<file path="src/rtl/flowctl_pkg.sv">
package flowctl_pkg;
   // Step ladder: 0 = below bottom, 1..4 = configured levels, 5+ = full depth
   function automatic int unsigned step_level(input int unsigned idx,
                                              input int unsigned l0,
                                              input int unsigned l1,
                                              input int unsigned l2,
                                              input int unsigned l3,
                                              input int unsigned depth);
      case (idx)
         0: return 0;
         1: return l0;
         2: return l1;
         3: return l2;
         4: return l3;
         default: return depth;
      endcase
   endfunction
endpackage

</file>
<file path="src/rtl/flowctl_levels.sv">
module flowctl_levels #(
   parameter int unsigned DEPTH = 32,
   parameter int unsigned LVL0  = 8,
   parameter int unsigned LVL1  = 16,
   parameter int unsigned LVL2  = 24,
   parameter int unsigned LVL3  = 28,
   parameter int unsigned CW    = 6
) (
   input  logic [1:0]    sel,
   output logic [CW-1:0] lvl_trig,
   output logic [CW-1:0] lvl_up,
   output logic [CW-1:0] lvl_dn
);
   localparam int unsigned NSTEP = 8;
   logic [CW-1:0] ladder [NSTEP];
   logic [2:0]    base;

   for (genvar i = 0; i < NSTEP; i++) begin : g_ladder
      assign ladder[i] = CW'(flowctl_pkg::step_level(i, LVL0, LVL1, LVL2, LVL3, DEPTH));
   end

   assign base     = {1'b0, sel};
   assign lvl_dn   = ladder[base];
   assign lvl_trig = ladder[base + 3'd1];
   assign lvl_up   = ladder[base + 3'd2];
endmodule

</file>
<file path="src/rtl/flowctl_sync.sv">
module flowctl_sync #(
   parameter int unsigned STAGES = 2
) (
   input  logic clk,
   input  logic rst_n,
   input  logic d,
   output logic q
);
   if (STAGES == 1) begin : g_single
      logic r;
      always_ff @(posedge clk or negedge rst_n) begin
         if (!rst_n) r <= 1'b0;
         else        r <= d;
      end
      assign q = r;
   end else begin : g_chain
      logic [STAGES-1:0] r;
      always_ff @(posedge clk or negedge rst_n) begin
         if (!rst_n) r <= '0;
         else        r <= {r[STAGES-2:0], d};
      end
      assign q = r[STAGES-1];
   end
endmodule

</file>
<file path="src/rtl/flowctl_rts.sv">
module flowctl_rts #(
   parameter int unsigned CW = 6
) (
   input  logic          clk,
   input  logic          rst_n,
   input  logic          en,
   input  logic [CW-1:0] fill,
   input  logic [CW-1:0] lvl_trig,
   input  logic [CW-1:0] lvl_up,
   input  logic [CW-1:0] lvl_dn,
   input  logic          sw_rts,
   output logic          rts_pin,
   output logic          irq
);
   logic hold_q, irq_q;
   logic raise, release_c;

   assign raise     = fill >= lvl_up;
   assign release_c = (fill < lvl_dn) || (fill == '0);

   always_ff @(posedge clk or negedge rst_n) begin
      if (!rst_n) begin
         hold_q <= 1'b0;
         irq_q  <= 1'b0;
      end else begin
         irq_q <= en && (fill >= lvl_trig);
         if (!en)            hold_q <= 1'b0;
         else if (raise)     hold_q <= 1'b1;
         else if (release_c) hold_q <= 1'b0;
      end
   end

   assign rts_pin = en ? hold_q : sw_rts;
   assign irq     = irq_q;
endmodule

</file>
<file path="src/rtl/flowctl_txgate.sv">
module flowctl_txgate (
   input  logic en,
   input  logic cts_s,
   input  logic tx_req,
   output logic tx_start
);
   assign tx_start = tx_req && !(en && cts_s);
endmodule

</file>
<file path="src/rtl/uart_hw_flowctl.sv">
module uart_hw_flowctl #(
   parameter  int unsigned DEPTH       = 32,
   parameter  int unsigned LVL0        = 8,
   parameter  int unsigned LVL1        = 16,
   parameter  int unsigned LVL2        = 24,
   parameter  int unsigned LVL3        = 28,
   parameter  int unsigned SYNC_STAGES = 2,
   parameter  int unsigned CTS_BIT     = 7,
   parameter  int unsigned RTS_BIT     = 6,
   localparam int unsigned CW          = $clog2(DEPTH + 1)
) (
   input  logic          clk,
   input  logic          rst_n,
   input  logic [7:0]    feat_cfg,
   input  logic [1:0]    trig_sel,
   input  logic [CW-1:0] rx_fill,
   input  logic          sw_rts,
   input  logic          cts_pin,
   input  logic          tx_req,
   output logic          rts_pin,
   output logic          rx_trig_irq,
   output logic          tx_start
);
   if (!(LVL0 > 0 && LVL0 < LVL1 && LVL1 < LVL2 && LVL2 < LVL3 && LVL3 < DEPTH)) begin : g_bad_levels
      $error("trigger levels must rise strictly and stay below DEPTH");
   end
   if (SYNC_STAGES < 1) begin : g_bad_sync
      $error("SYNC_STAGES must be at least 1");
   end
   if (CTS_BIT > 7 || RTS_BIT > 7 || CTS_BIT == RTS_BIT) begin : g_bad_bits
      $error("enable bit positions must be distinct and within the byte");
   end

   logic          auto_cts, auto_rts, cts_s;
   logic [CW-1:0] lvl_trig, lvl_up, lvl_dn;

   assign auto_cts = feat_cfg[CTS_BIT];
   assign auto_rts = feat_cfg[RTS_BIT];

   flowctl_levels #(.DEPTH(DEPTH), .LVL0(LVL0), .LVL1(LVL1), .LVL2(LVL2),
                    .LVL3(LVL3), .CW(CW)) u_levels (
      .sel(trig_sel), .lvl_trig(lvl_trig), .lvl_up(lvl_up), .lvl_dn(lvl_dn));

   flowctl_sync #(.STAGES(SYNC_STAGES)) u_sync (
      .clk(clk), .rst_n(rst_n), .d(cts_pin), .q(cts_s));

   flowctl_rts #(.CW(CW)) u_rts (
      .clk(clk), .rst_n(rst_n), .en(auto_rts), .fill(rx_fill),
      .lvl_trig(lvl_trig), .lvl_up(lvl_up), .lvl_dn(lvl_dn),
      .sw_rts(sw_rts), .rts_pin(rts_pin), .irq(rx_trig_irq));

   flowctl_txgate u_txgate (
      .en(auto_cts), .cts_s(cts_s), .tx_req(tx_req), .tx_start(tx_start));
endmodule

</file>
<file path="config.mk">
export PLATFORM = sky130hd
export DESIGN_NAME = uart_hw_flowctl
export DESIGN_NICKNAME = d
export VERILOG_FILES = /design/src/rtl/flowctl_pkg.sv /design/src/rtl/flowctl_levels.sv /design/src/rtl/flowctl_sync.sv /design/src/rtl/flowctl_rts.sv /design/src/rtl/flowctl_txgate.sv /design/src/rtl/uart_hw_flowctl.sv
export SDC_FILE = /design/constraint.sdc
export NUM_CORES = 1
export LEC_CHECK = 0
export ABC_AREA = 1
export BUFFER_PORTS_ARGS = -buffer_cell sky130_fd_sc_hd__buf_2
export CORE_AREA = 2 2 39 41
export CTS_CLUSTER_DIAMETER = 40
export DETAILED_ROUTE_END_ITERATION = 8
export DIE_AREA = 0 0 41 43
export GPL_TIMING_DRIVEN = 0
export PLACE_DENSITY_LB_ADDON = 0.25
export SYNTH_ARGS = -nofsm -noshare
export SYNTH_HDL_FRONTEND = slang
export SYNTH_SLANG_ARGS = --single-unit
</file>
<file path="constraint.sdc">
create_clock -name clk -period 1.6 [get_ports clk]
set_clock_uncertainty 0.2 [all_clocks]
set_input_delay 0.32 -clock clk [delete_from_list [all_inputs] [get_ports clk]]
set_output_delay 0.32 -clock clk [all_outputs]
set_load 0.01 [all_outputs]
</file>
==> load_flow_metrics.sql, run 1 <==
INSERT INTO impl_metrics (metric_group, metric, value, unit) VALUES
('run_status', 'run_status', 'completed', ''),
('timing', 'setup-tns-final', '0', 'ns'),
('setup_path', 'critPathRequiredTime', '1.52', 'ns'),
('setup_path', 'cpMaxStageDelayCell', 'sky130_fd_sc_hd__ha_1', ''),
('synthesis', 'muxShareOfSynthArea', '0', ''),
('detailed_routing', 'vias', '446', ''),
('clock_network', 'worst_setup_hold_path_clk_slew', '0.04', 'ns'),
('global_route', 'grt_util_all_layers', '0.134', ''),
('floorplan', 'start_util', '0.339', ''),
('final_layout', 'final_cell_count_no_fill', '102', ''),
('global_route', 'grt_pass1_wl', '1620', 'um'),
('hold_path', 'holdPathEnd', 'u_rts.irq$_DFF_PN0_', ''),
('synthesis', 'syn-mean-instance-area', '7.33', 'sq um'),
('floorplan', 'placement_rows', '14', ''),
('final_layout', 'drive_gt1_frac', '0.279', ''),
('pwr', 'power.ir.vdd_worst', '183', 'uV'),
('placed_design', 'pre_cts_slack', '-0.216', 'ns'),
('global_route', 'initial_antenna_violation_count', '0', ''),
('setup_path', 'slowest_delay', '0.30', 'ns'),
('clock_network', 'clockRootBuffer', 'sky130_fd_sc_hd__clkbuf_4', ''),
('global_route', 'grt_start_max_net_pins', '6', ''),
('job', 'timing.max_cap.violations', '0', ''),
('synthesis', 'largest_family_of_logic_cells_by_synthesized_area', 'adder cells', ''),
('synthesis', 'syn_nets', '99', ''),
('synthesis', 'post_synth_xor_area_fraction', '0', ''),
('clock_network', 'postCtsSetupRepairBufs', '0', ''),
('final_layout', 'syn_to_final_growth', '34.7', '%'),
('pwr', 'post-layout-total-power', '0.000356', 'W'),
('setup_path', 'category_of_the_worst_setup_path_launch_point', 'input port', ''),
('setup_path', 'flop_to_flop_setup_slack', '0.70', 'ns'),
('pwr', 'power.density_cell_area', '563', 'nW/um^2'),
('floorplan', 'boundaryPins', '24', ''),
('detailed_routing', 'drt-initial-drc-count', '5', ''),
('synthesis', 'synth-adder-area-share', '0.373', ''),
('timing', 'upper_clock_frequency_limit', '672', 'MHz'),
('setup_path', 'worstReg2RegEnd', 'u_rts.hold_q$_DFFE_PN0P_', ''),
('floorplan', 'x_dimension_of_the_die', '41', 'um'),
('global_route', 'via_count_of_the_first_global_routing_pass', '451', ''),
('timing', 'final.setup.worst_slack', '0.112', 'ns'),
('floorplan', 'die_y', '43', 'um'),
('synthesis', 'ys_seq_elements', '4', ''),
('synthesis', 'post_synth_inst_count', '64', ''),
('setup_path', 'cpMostUsedCell', 'sky130_fd_sc_hd__nand2_1', ''),
('clock_network', 'clock_latency', '0.23', 'ns'),
('placed_design', 'dpl.hpwl', '813', 'um'),
('floorplan', 'die_area', '1760', 'sq um'),
('synthesis', 'yosysSeqAreaShare', '0.213', ''),
('clock_network', 'numCtsBuffers', '3', ''),
('clock_network', 'cts_max_level', '1', ''),
('timing', 'setup_viol_count_final', '0', ''),
('timing', 'period_share', '0.930', ''),
('hold_path', 'hp-start', 'feat_cfg[6]', ''),
('setup_path', 'reg2reg_from', 'u_rts.hold_q$_DFFE_PN0P_', ''),
('detailed_routing', 'viasPerCell', '4.37', ''),
('clock_network', 'cts_tree', 'yes', ''),
('clock_network', 'numClockSinks', '4', ''),
('setup_path', 'crit_path_max_fanout', '5', ''),
('timing', 'unrepaired_setup_endpoints_after_global_routing', 'false', ''),
('setup_path', 'critical_path.cell_chain', 'buf_4, inv_1, ha_1, inv_2, ha_4, nand2_1, nand2_1, nand2_1, nand3_1, nor2_1, nor2_1', ''),
('floorplan', 'placeableCoreArea', '1380', 'sq um'),
('hold_path', 'worstHoldPathCells', '3', ''),
('final_layout', 'post_layout_nets', '123', ''),
('detailed_routing', 'drt-total-wl', '965', 'um'),
('synthesis', 'synth_compound_area_frac', '0.0587', ''),
('timing', 'fin_crit', '1.49', 'ns'),
('setup_path', 'worst-setup-path-type', 'in -> reg', ''),
('synthesis', 'syn_area', '469', 'sq um'),
('detailed_routing', 'detail_route.drc_violations', '0', ''),
('hold_path', 'hold_class', 'in -> reg', ''),
('synthesis', 'unique_masters_post_synth', '13', ''),
('timing', 'final_max_slew_viol_count', '0', '');
==> flip-flops by register name, indices dropped and copies added, names as in the netlist <==
register,count
u_sync.g_chain.r,2
u_rts.hold_q,1
u_rts.irq,1
==> critical path, delay by kind of cell <==
kind | cells | cell delay (ns)
adder cells (fa/ha/maj) | 2 | 0.49
buffers and inverters | 3 | 0.24
AND/OR/NAND/NOR | 6 | 0.36
==> kinds of logic (layout without fill, tap and decap cells) <==
kind of cell / Yosys count / after routing
buffers and inverters: 15 / 37
adder cells (fa/ha/maj): 14 / 14
other: 1 / 1
AO/OA/AOI/OAI: 5 / 5
AND/OR/NAND/NOR: 25 / 25
flip-flops: 4 / 4
==> layout make-up <==
type | count | area, sq um
timing repair buffer | 19 | 108
sequential | 4 | 100
fill | 145 | 752
clock buffer | 3 | 22.5
multi-input combinational | 45 | 325
tap | 16 | 20.0
inverter | 15 | 56.3
==> layer usage <==
layer	part of all wire	wire (um)	global-route usage	up-vias
met5	0	0	0	-
met4	0	0	0.0600	0
met2	0.51	496	0.222	10
met3	0.044	42	0.0471	0
li1	-	-	-	242
met1	0.44	426	0.141	194
==> timing repair <==
action	in CTS	in global routing
endpoints found under the hold margin	5	0
endpoints found under the setup margin	0	1
resized for setup	0	4
hold buffers	2	0
==> report_power, final <==
group | switching, W | internal, W | total, W | leakage [nW]
logic | 0.0000640 | 0.0000571 | 0.000121 | 0.331
clock network | 0.0000395 | 0.0000838 | 0.000123 | 0.0138
registers | 0.00000248 | 0.000109 | 0.000112 | 0.0490
total | 0.000106 | 0.000250 | 0.000356 | 0.394
==> synth_stat cells <==
master / count / area (sq um)
sky130_fd_sc_hd__nand3_1: 3 / 15.0
sky130_fd_sc_hd__a21boi_0: 1 / 7.51
sky130_fd_sc_hd__nand2_1: 13 / 48.8
sky130_fd_sc_hd__nor2_1: 6 / 22.5
sky130_fd_sc_hd__inv_1: 15 / 56.3
sky130_fd_sc_hd__ha_1: 14 / 175
sky130_fd_sc_hd__nand4_1: 1 / 6.26
sky130_fd_sc_hd__dfrtp_1: 4 / 100
sky130_fd_sc_hd__o21ai_0: 1 / 5.00
sky130_fd_sc_hd__nor2_2: 1 / 6.26
sky130_fd_sc_hd__conb_1: 1 / 3.75
sky130_fd_sc_hd__nand3b_1: 1 / 7.51
sky130_fd_sc_hd__a21oi_1: 3 / 15.0
==> worst max-delay path by stage <==
stage,slack [ns],startpoint,cells after the start,end
detailed placement,-0.22,trig_sel[0],11,u_rts.hold_q$_DFFE_PN0P_
floorplan,0.01,trig_sel[1],10,u_rts.hold_q$_DFFE_PN0P_
global route,0.02,trig_sel[0],11,u_rts.hold_q$_DFFE_PN0P_
CTS,0.03,trig_sel[0],11,u_rts.hold_q$_DFFE_PN0P_
global placement,-0.20,trig_sel[0],11,u_rts.hold_q$_DFFE_PN0P_
finish,0.11,trig_sel[0],11,u_rts.hold_q$_DFFE_PN0P_
==> stage by stage <==
step                hold WS (ns)  cell area (sq um)
finish                     0.112                632
global route               0.119                632
CTS                        0.108                617
detailed placement       -0.0657                574
global placement         -0.0712                574
floorplan                 -0.176                469
==> cells in the final DEF, fill, tap and decap left out <==
cell type and count:
sky130_fd_sc_hd__buf_4 1, sky130_fd_sc_hd__clkbuf_4 3, sky130_fd_sc_hd__nor2_1 6, sky130_fd_sc_hd__buf_2 16, sky130_fd_sc_hd__ha_4 1, sky130_fd_sc_hd__nand3b_1 1
sky130_fd_sc_hd__inv_1 13, sky130_fd_sc_hd__nand4_1 1, sky130_fd_sc_hd__dfrtp_1 4, sky130_fd_sc_hd__nor2_2 1, sky130_fd_sc_hd__a21boi_0 1, sky130_fd_sc_hd__conb_1 1
sky130_fd_sc_hd__inv_2 2, sky130_fd_sc_hd__a21oi_1 3, sky130_fd_sc_hd__ha_1 13, sky130_fd_sc_hd__nand2_1 13, sky130_fd_sc_hd__nand3_1 3, sky130_fd_sc_hd__dlygate4sd3_1 2
sky130_fd_sc_hd__o21ai_0 1
(Power assumes the default switching activity.)
==> run 2: changes to the inputs <==
==> constraint.sdc (replaced) <==
create_clock -name clk -period 1.8 [get_ports clk]
set_clock_uncertainty 0.2 [all_clocks]
set_input_delay 0.36 -clock clk [delete_from_list [all_inputs] [get_ports clk]]
set_output_delay 0.36 -clock clk [all_outputs]
set_load 0.01 [all_outputs]
==> load_flow_metrics.sql, run 2 (synthesized netlist as in run 1, its figures left out) <==
INSERT INTO impl_metrics (metric_group, metric, value, unit) VALUES
('clock_network', 'numClockSinks', '4', ''),
('timing', 'unrepaired_setup_endpoints_after_global_routing', 'false', ''),
('timing', 'fin_crit', '1.61', 'ns'),
('timing', 'timing_hold_violations_final', '0', ''),
('timing', 'setup-tns-final', '0', 'ns'),
('global_route', 'via_count_of_the_first_global_routing_pass', '445', ''),
('clock_network', 'numCtsBuffers', '3', ''),
('clock_network', 'cts_max_level', '1', ''),
('clock_network', 'clock_latency', '0.23', 'ns'),
('detailed_routing', 'drt-initial-drc-count', '2', ''),
('setup_path', 'cpMostUsedCell', 'sky130_fd_sc_hd__nand2_1', ''),
('setup_path', 'crit_path_max_fanout', '5', ''),
('timing', 'hold_slack', '0.0362', 'ns'),
('run_status', 'run_status', 'completed', ''),
('clock_network', 'worst_setup_hold_path_clk_slew', '0.03', 'ns'),
('job', 'timing.max_cap.violations', '0', ''),
('final_layout', 'post_layout_nets', '122', ''),
('setup_path', 'critical_path.cell_chain', 'buf_2, inv_1, ha_1, inv_1, ha_1, nand2_1, nand2_1, nand2_1, nand3_1, nor2_1, nor2_1', ''),
('final_layout', 'largest_register_ff_count', '2', ''),
('setup_path', 'worstSetupEndpointType', 'register', ''),
('final_layout', 'syn_to_final_growth', '29.3', '%'),
('timing', 'final.setup.worst_slack', '0.193', 'ns'),
('final_layout', 'final_cell_count_no_fill', '101', ''),
('global_route', 'initial_antenna_violation_count', '0', ''),
('floorplan', 'start_util', '0.339', ''),
('timing', 'period_share', '0.893', ''),
('pwr', 'leakagePower', '0.391', 'nW'),
('setup_path', 'arrival', '1.53', 'ns'),
('final_layout', 'final_cell_mix', 'sky130_fd_sc_hd__buf_2, sky130_fd_sc_hd__inv_1, sky130_fd_sc_hd__ha_1', ''),
('placed_design', 'port_buffers', '17', ''),
('floorplan', 'placement_rows', '14', ''),
('pwr', 'power.ir.vdd_worst', '162', 'uV'),
('setup_path', 'cpMaxStageDelayCell', 'sky130_fd_sc_hd__ha_1', ''),
('setup_path', 'critPathRequiredTime', '1.72', 'ns'),
('setup_path', 'slowest_delay', '0.28', 'ns'),
('final_layout', 'antennaDiodeCount', '0', ''),
('hold_path', 'hold_class', 'in -> reg', ''),
('final_layout', 'most_common_cell_after_layout_fill_and_taps_aside', 'sky130_fd_sc_hd__buf_2', ''),
('setup_path', 'flop_to_flop_setup_slack', '0.90', 'ns'),
('clock_network', 'cts_tree', 'yes', ''),
('final_layout', 'final_core_util', '0.439', ''),
('detailed_routing', 'drt-total-wl', '937', 'um'),
('detailed_routing', 'detail_route.drc_violations', '0', ''),
('placed_design', 'gp_congestion', '0.769', ''),
('detailed_routing', 'postRouteAntennaNets', '0', ''),
('clock_network', 'clockRootBuffer', 'sky130_fd_sc_hd__clkbuf_4', ''),
('floorplan', 'x_dimension_of_the_die', '41', 'um'),
('timing', 'final_max_slew_viol_count', '0', ''),
('placed_design', 'dpl.hpwl', '813', 'um'),
('setup_path', 'cp_num_buf_inv', '3', ''),
('floorplan', 'die_area', '1760', 'sq um'),
('floorplan', 'die_y', '43', 'um'),
('pwr', 'power.density_cell_area', '510', 'nW/um^2'),
('detailed_routing', 'routed_length_per_placed_instance', '9.28', 'um'),
('final_layout', 'max_flop_register', 'u_sync.g_chain.r', ''),
('setup_path', 'worst-setup-path-type', 'in -> reg', ''),
('global_route', 'grt_pass1_wl', '1580', 'um'),
('clock_network', 'ctsResizeCount', '0', ''),
('global_route', 'grt_start_max_net_pins', '6', ''),
('detailed_routing', 'vias', '437', ''),
('floorplan', 'placeableCoreArea', '1380', 'sq um'),
('placed_design', 'pre_cts_slack', '-0.0559', 'ns'),
('final_layout', 'drive_gt1_frac', '0.247', ''),
('clock_network', 'cts_max_path_buffers', '2', ''),
('global_route', 'overflow', '0', ''),
('detailed_routing', 'drt-pass1-iter-count', '2', ''),
('setup_path', 'timing.critical_path.max_delay_family', 'adder cells', ''),
('timing', 'upper_clock_frequency_limit', '622', 'MHz'),
('placed_design', 'placedCellCount', '97', ''),
('global_route', 'grt_util_all_layers', '0.131', ''),
('timing', 'setup_viol_count_final', '0', ''),
('detailed_routing', 'viasPerCell', '4.33', ''),
('setup_path', 'category_of_the_worst_setup_path_launch_point', 'input port', ''),
('floorplan', 'boundaryPins', '24', '');
==> run 2: cell count changes in the layout (fill, tap and decap cells not counted) <==
| cell | delta |
|---|---|
| sky130_fd_sc_hd__buf_2 | +1 |
| sky130_fd_sc_hd__buf_4 | -1 |
| sky130_fd_sc_hd__dlygate4sd3_1 | -1 |
| sky130_fd_sc_hd__ha_1 | +1 |
| sky130_fd_sc_hd__ha_4 | -1 |
| sky130_fd_sc_hd__inv_1 | +2 |
| sky130_fd_sc_hd__inv_2 | -2 |
==> run 2: where the power goes <==
part	internal, W	total, W	switching [W]
registers	0.0000970	0.0000993	0.00000225
clock network	0.0000745	0.000110	0.0000356
logic	0.0000458	0.0000999	0.0000541
total	0.000217	0.000309	0.0000919
==> run 2: routing by layer <==
metal | track usage | vias up | wire (um)
li1 | - | 239 | -
met1 | 0.138 | 186 | 429
met2 | 0.216 | 12 | 468
met3 | 0.0471 | 0 | 39
met4 | 0.0600 | 0 | 0
met5 | 0 | - | 0
==> run 2: timing repair <==
item	in CTS	in global routing
buffers inserted	0	0
hold endpoints to repair	4	0
hold buffers	1	0
==> run 2: through the flow <==
step / instance area (sq um) / total power [W]
global route: 607 / 0.000341
detailed placement: 574 / 0.000200
global placement: 574 / 0.000196
CTS: 607 / 0.000318
finish: 607 / 0.000309
floorplan: 469 / 0.000159
==> run 2: area by class of cell <==
cell class | count | area (sq um)
Inverter | 15 | 56.3
Multi-Input combinational cell | 45 | 313
Clock buffer | 3 | 22.5
Tap cell | 16 | 20.0
Sequential cell | 4 | 100
Timing Repair Buffer | 18 | 95.1
Fill cell | 146 | 777
==> run 2: final timing paths <==
check / cells after the start / start / to
max in group asynchronous: 2 / rst_n / u_rts.hold_q$_DFFE_PN0P_
setup reg to reg: 4 / u_rts.hold_q$_DFFE_PN0P_ / u_rts.hold_q$_DFFE_PN0P_
hold reg to reg: 0 / u_sync.g_chain.r[0]$_DFF_PN0_ / u_sync.g_chain.r[1]$_DFF_PN0_
setup / recovery: 11 / trig_sel[0] / u_rts.hold_q$_DFFE_PN0P_
hold / removal: 1 / cts_pin / u_sync.g_chain.r[0]$_DFF_PN0_
min in group asynchronous: 2 / rst_n / u_sync.g_chain.r[1]$_DFF_PN0_
==> run 2: worst reg2reg max path: stages (launching register included) <==
cell and delay (ns):
sky130_fd_sc_hd__dfrtp_1 0.37, sky130_fd_sc_hd__nand2_1 0.07, sky130_fd_sc_hd__nor2_1 0.04, sky130_fd_sc_hd__nor2_1 0.08
sky130_fd_sc_hd__nor2_1 0.04
==> run 3: changes to the inputs <==
--- a/config.mk
+++ b/config.mk
@@ -7,10 +7,11 @@
 export LEC_CHECK = 0
 export ABC_AREA = 1
 export BUFFER_PORTS_ARGS = -buffer_cell sky130_fd_sc_hd__buf_2
-export CORE_AREA = 2 2 39 41
+export CELL_PAD_IN_SITES_DETAIL_PLACEMENT = 0
+export CELL_PAD_IN_SITES_GLOBAL_PLACEMENT = 1
+export CORE_UTILIZATION = 31
 export CTS_CLUSTER_DIAMETER = 40
 export DETAILED_ROUTE_END_ITERATION = 8
-export DIE_AREA = 0 0 41 43
 export GPL_TIMING_DRIVEN = 0
 export PLACE_DENSITY_LB_ADDON = 0.25
 export SYNTH_ARGS = -nofsm -noshare
==> load_flow_metrics.sql, run 3 (synthesized netlist as in run 1, its figures left out) <==
INSERT INTO impl_metrics (metric_group, metric, value, unit) VALUES
('placed_design', 'port_buffers', '17', ''),
('clock_network', 'cts_max_path_buffers', '2', ''),
('run_status', 'run_status', 'completed', ''),
('timing', 'unrepaired_setup_endpoints_after_global_routing', 'false', ''),
('global_route', 'initial_antenna_violation_count', '0', ''),
('setup_path', 'critical_path.cell_chain', 'buf_2, inv_1, ha_1, inv_1, ha_1, nand2_1, nand2_1, nand2_1, nand3_1, nor2_1, nor2_1', ''),
('placed_design', 'pre_cts_slack', '-0.0479', 'ns'),
('final_layout', 'fillers', '153', ''),
('final_layout', 'final_cell_mix', 'sky130_fd_sc_hd__buf_2, sky130_fd_sc_hd__inv_1, sky130_fd_sc_hd__ha_1', ''),
('final_layout', 'largest_register_ff_count', '2', ''),
('final_layout', 'post_layout_nets', '122', ''),
('clock_network', 'clockRootBuffer', 'sky130_fd_sc_hd__clkbuf_4', ''),
('clock_network', 'clock_latency', '0.23', 'ns'),
('setup_path', 'crit_path_max_fanout', '4', ''),
('pwr', 'power.ir.vdd_worst', '329', 'uV'),
('pwr', 'leakagePower', '0.391', 'nW'),
('floorplan', 'x_dimension_of_the_die', '40.9', 'um'),
('detailed_routing', 'drt-initial-drc-count', '4', ''),
('setup_path', 'arrival', '1.52', 'ns'),
('global_route', 'grt_start_max_net_pins', '6', ''),
('floorplan', 'boundaryPins', '24', ''),
('global_route', 'grt_util_all_layers', '0.131', ''),
('hold_path', 'hold_class', 'in -> reg', ''),
('final_layout', 'max_flop_register', 'u_sync.g_chain.r', ''),
('timing', 'setup_viol_count_final', '0', ''),
('detailed_routing', 'vias', '435', ''),
('final_layout', 'antennaDiodeCount', '0', ''),
('detailed_routing', 'drt-total-wl', '828', 'um'),
('detailed_routing', 'drt-pass1-iter-count', '2', ''),
('detailed_routing', 'viasPerCell', '4.35', ''),
('setup_path', 'critPathRequiredTime', '1.72', 'ns'),
('clock_network', 'cts_max_level', '1', ''),
('timing', 'fin_crit', '1.60', 'ns'),
('detailed_routing', 'postRouteAntennaNets', '0', ''),
('timing', 'timing_hold_violations_final', '0', ''),
('final_layout', 'final_core_util', '0.449', ''),
('clock_network', 'numCtsBuffers', '3', ''),
('pwr', 'power.density_cell_area', '505', 'nW/um^2'),
('final_layout', 'most_common_cell_after_layout_fill_and_taps_aside', 'sky130_fd_sc_hd__buf_2', ''),
('setup_path', 'worst-setup-path-type', 'in -> reg', ''),
('setup_path', 'category_of_the_worst_setup_path_launch_point', 'input port', ''),
('setup_path', 'timing.critical_path.max_delay_family', 'adder cells', ''),
('final_layout', 'drive_gt1_frac', '0.247', ''),
('setup_path', 'cpMostUsedCell', 'sky130_fd_sc_hd__nand2_1', ''),
('final_layout', 'multi_input_comb_area', '313', 'sq um'),
('timing', 'period_share', '0.889', ''),
('floorplan', 'placeableCoreArea', '1350', 'sq um'),
('final_layout', 'regArea', '100', 'sq um'),
('pwr', 'post-layout-total-power', '0.000306', 'W'),
('timing', 'upper_clock_frequency_limit', '625', 'MHz'),
('timing', 'setup-tns-final', '0', 'ns'),
('final_layout', 'syn_to_final_growth', '29.1', '%'),
('global_route', 'overflow', '0', ''),
('floorplan', 'die_y', '40.9', 'um'),
('floorplan', 'placement_rows', '13', ''),
('setup_path', 'cp_num_buf_inv', '3', ''),
('detailed_routing', 'routed_length_per_placed_instance', '8.28', 'um'),
('final_layout', 'final_cell_count_no_fill', '100', ''),
('clock_network', 'worst_setup_hold_path_clk_slew', '0.03', 'ns'),
('global_route', 'via_count_of_the_first_global_routing_pass', '332', ''),
('floorplan', 'start_util', '0.348', ''),
('job', 'timing.max_cap.violations', '0', ''),
('placed_design', 'placedCellCount', '96', ''),
('setup_path', 'slowest_delay', '0.28', 'ns'),
('setup_path', 'cpMaxStageDelayCell', 'sky130_fd_sc_hd__ha_1', ''),
('detailed_routing', 'detail_route.drc_violations', '0', ''),
('timing', 'final.setup.worst_slack', '0.199', 'ns'),
('timing', 'final_max_slew_viol_count', '0', ''),
('placed_design', 'gp_congestion', '0.761', ''),
('clock_network', 'cts_tree', 'yes', ''),
('setup_path', 'worstSetupEndpointType', 'register', ''),
('placed_design', 'dpl.hpwl', '743', 'um'),
('global_route', 'grt_pass1_wl', '1370', 'um'),
('floorplan', 'die_area', '1670', 'sq um'),
('clock_network', 'numClockSinks', '4', '');
## run 3: worst reg2reg max path, stage by stage, from the launching register on
cell	delay, ns
sky130_fd_sc_hd__dfrtp_1	0.37
sky130_fd_sc_hd__nand2_1	0.06
sky130_fd_sc_hd__nor2_1	0.04
sky130_fd_sc_hd__nor2_1	0.08
sky130_fd_sc_hd__nor2_1	0.04
## run 3: layout make-up
| class | instances | share of cell area |
|---|---|---|
| timing repair buffer | 18 | 0.157 |
| tap | 15 | 0.0310 |
| inverter | 15 | 0.0930 |
| multi-input combinational | 45 | 0.517 |
| clock buffer | 3 | 0.0372 |
| sequential | 4 | 0.165 |
## run 3: path summary, 6_finish.rpt
check | from | endpoint | slack [ns] | cells after the start
worst min-delay path | cts_pin | u_sync.g_chain.r[0]$_DFF_PN0_ | 0.03 | 1
worst max-delay path | trig_sel[1] | u_rts.hold_q$_DFFE_PN0P_ | 0.20 | 11
min in group asynchronous | rst_n | u_sync.g_chain.r[1]$_DFF_PN0_ | 0.27 | 2
max in group asynchronous | rst_n | u_rts.hold_q$_DFFE_PN0P_ | 1.02 | 2
worst max register to register | u_rts.hold_q$_DFFE_PN0P_ | u_rts.hold_q$_DFFE_PN0P_ | 0.90 | 4
worst min register to register | u_sync.g_chain.r[0]$_DFF_PN0_ | u_sync.g_chain.r[1]$_DFF_PN0_ | 0.14 | 0
## run 3: report_power, final
| part | leakage (nW) | switching, W | internal [W] |
|---|---|---|---|
| Clock | 0.0138 | 0.0000342 | 0.0000744 |
| Sequential | 0.0490 | 0.00000210 | 0.0000970 |
| Combinational | 0.329 | 0.0000529 | 0.0000453 |
| Total | 0.391 | 0.0000893 | 0.000217 |
## run 3: stage by stage
stage               hold WS, ns  cell area (sq um)
CTS                      0.0279                606
floorplan                -0.136                469
global placement        -0.0319                573
global route             0.0277                606
finish                   0.0350                606
detailed placement      -0.0315                573
## run 3: routing by layer
metal,track usage,part of all wire,vias to the layer above
li1,-,-,239
met1,0.180,0.52,184
met3,0.0815,0.059,0
met4,0,0,0
met5,0,0,-
met2,0.184,0.42,12
## run 3: what timing repair did
| action | 4_1_cts | 5_1_grt |
|---|---|---|
| setup buffers | 0 | 0 |
| gates resized for setup | 0 | 0 |
| hold buffers | 1 | 0 |
| hold endpoints to repair | 4 | 0 |
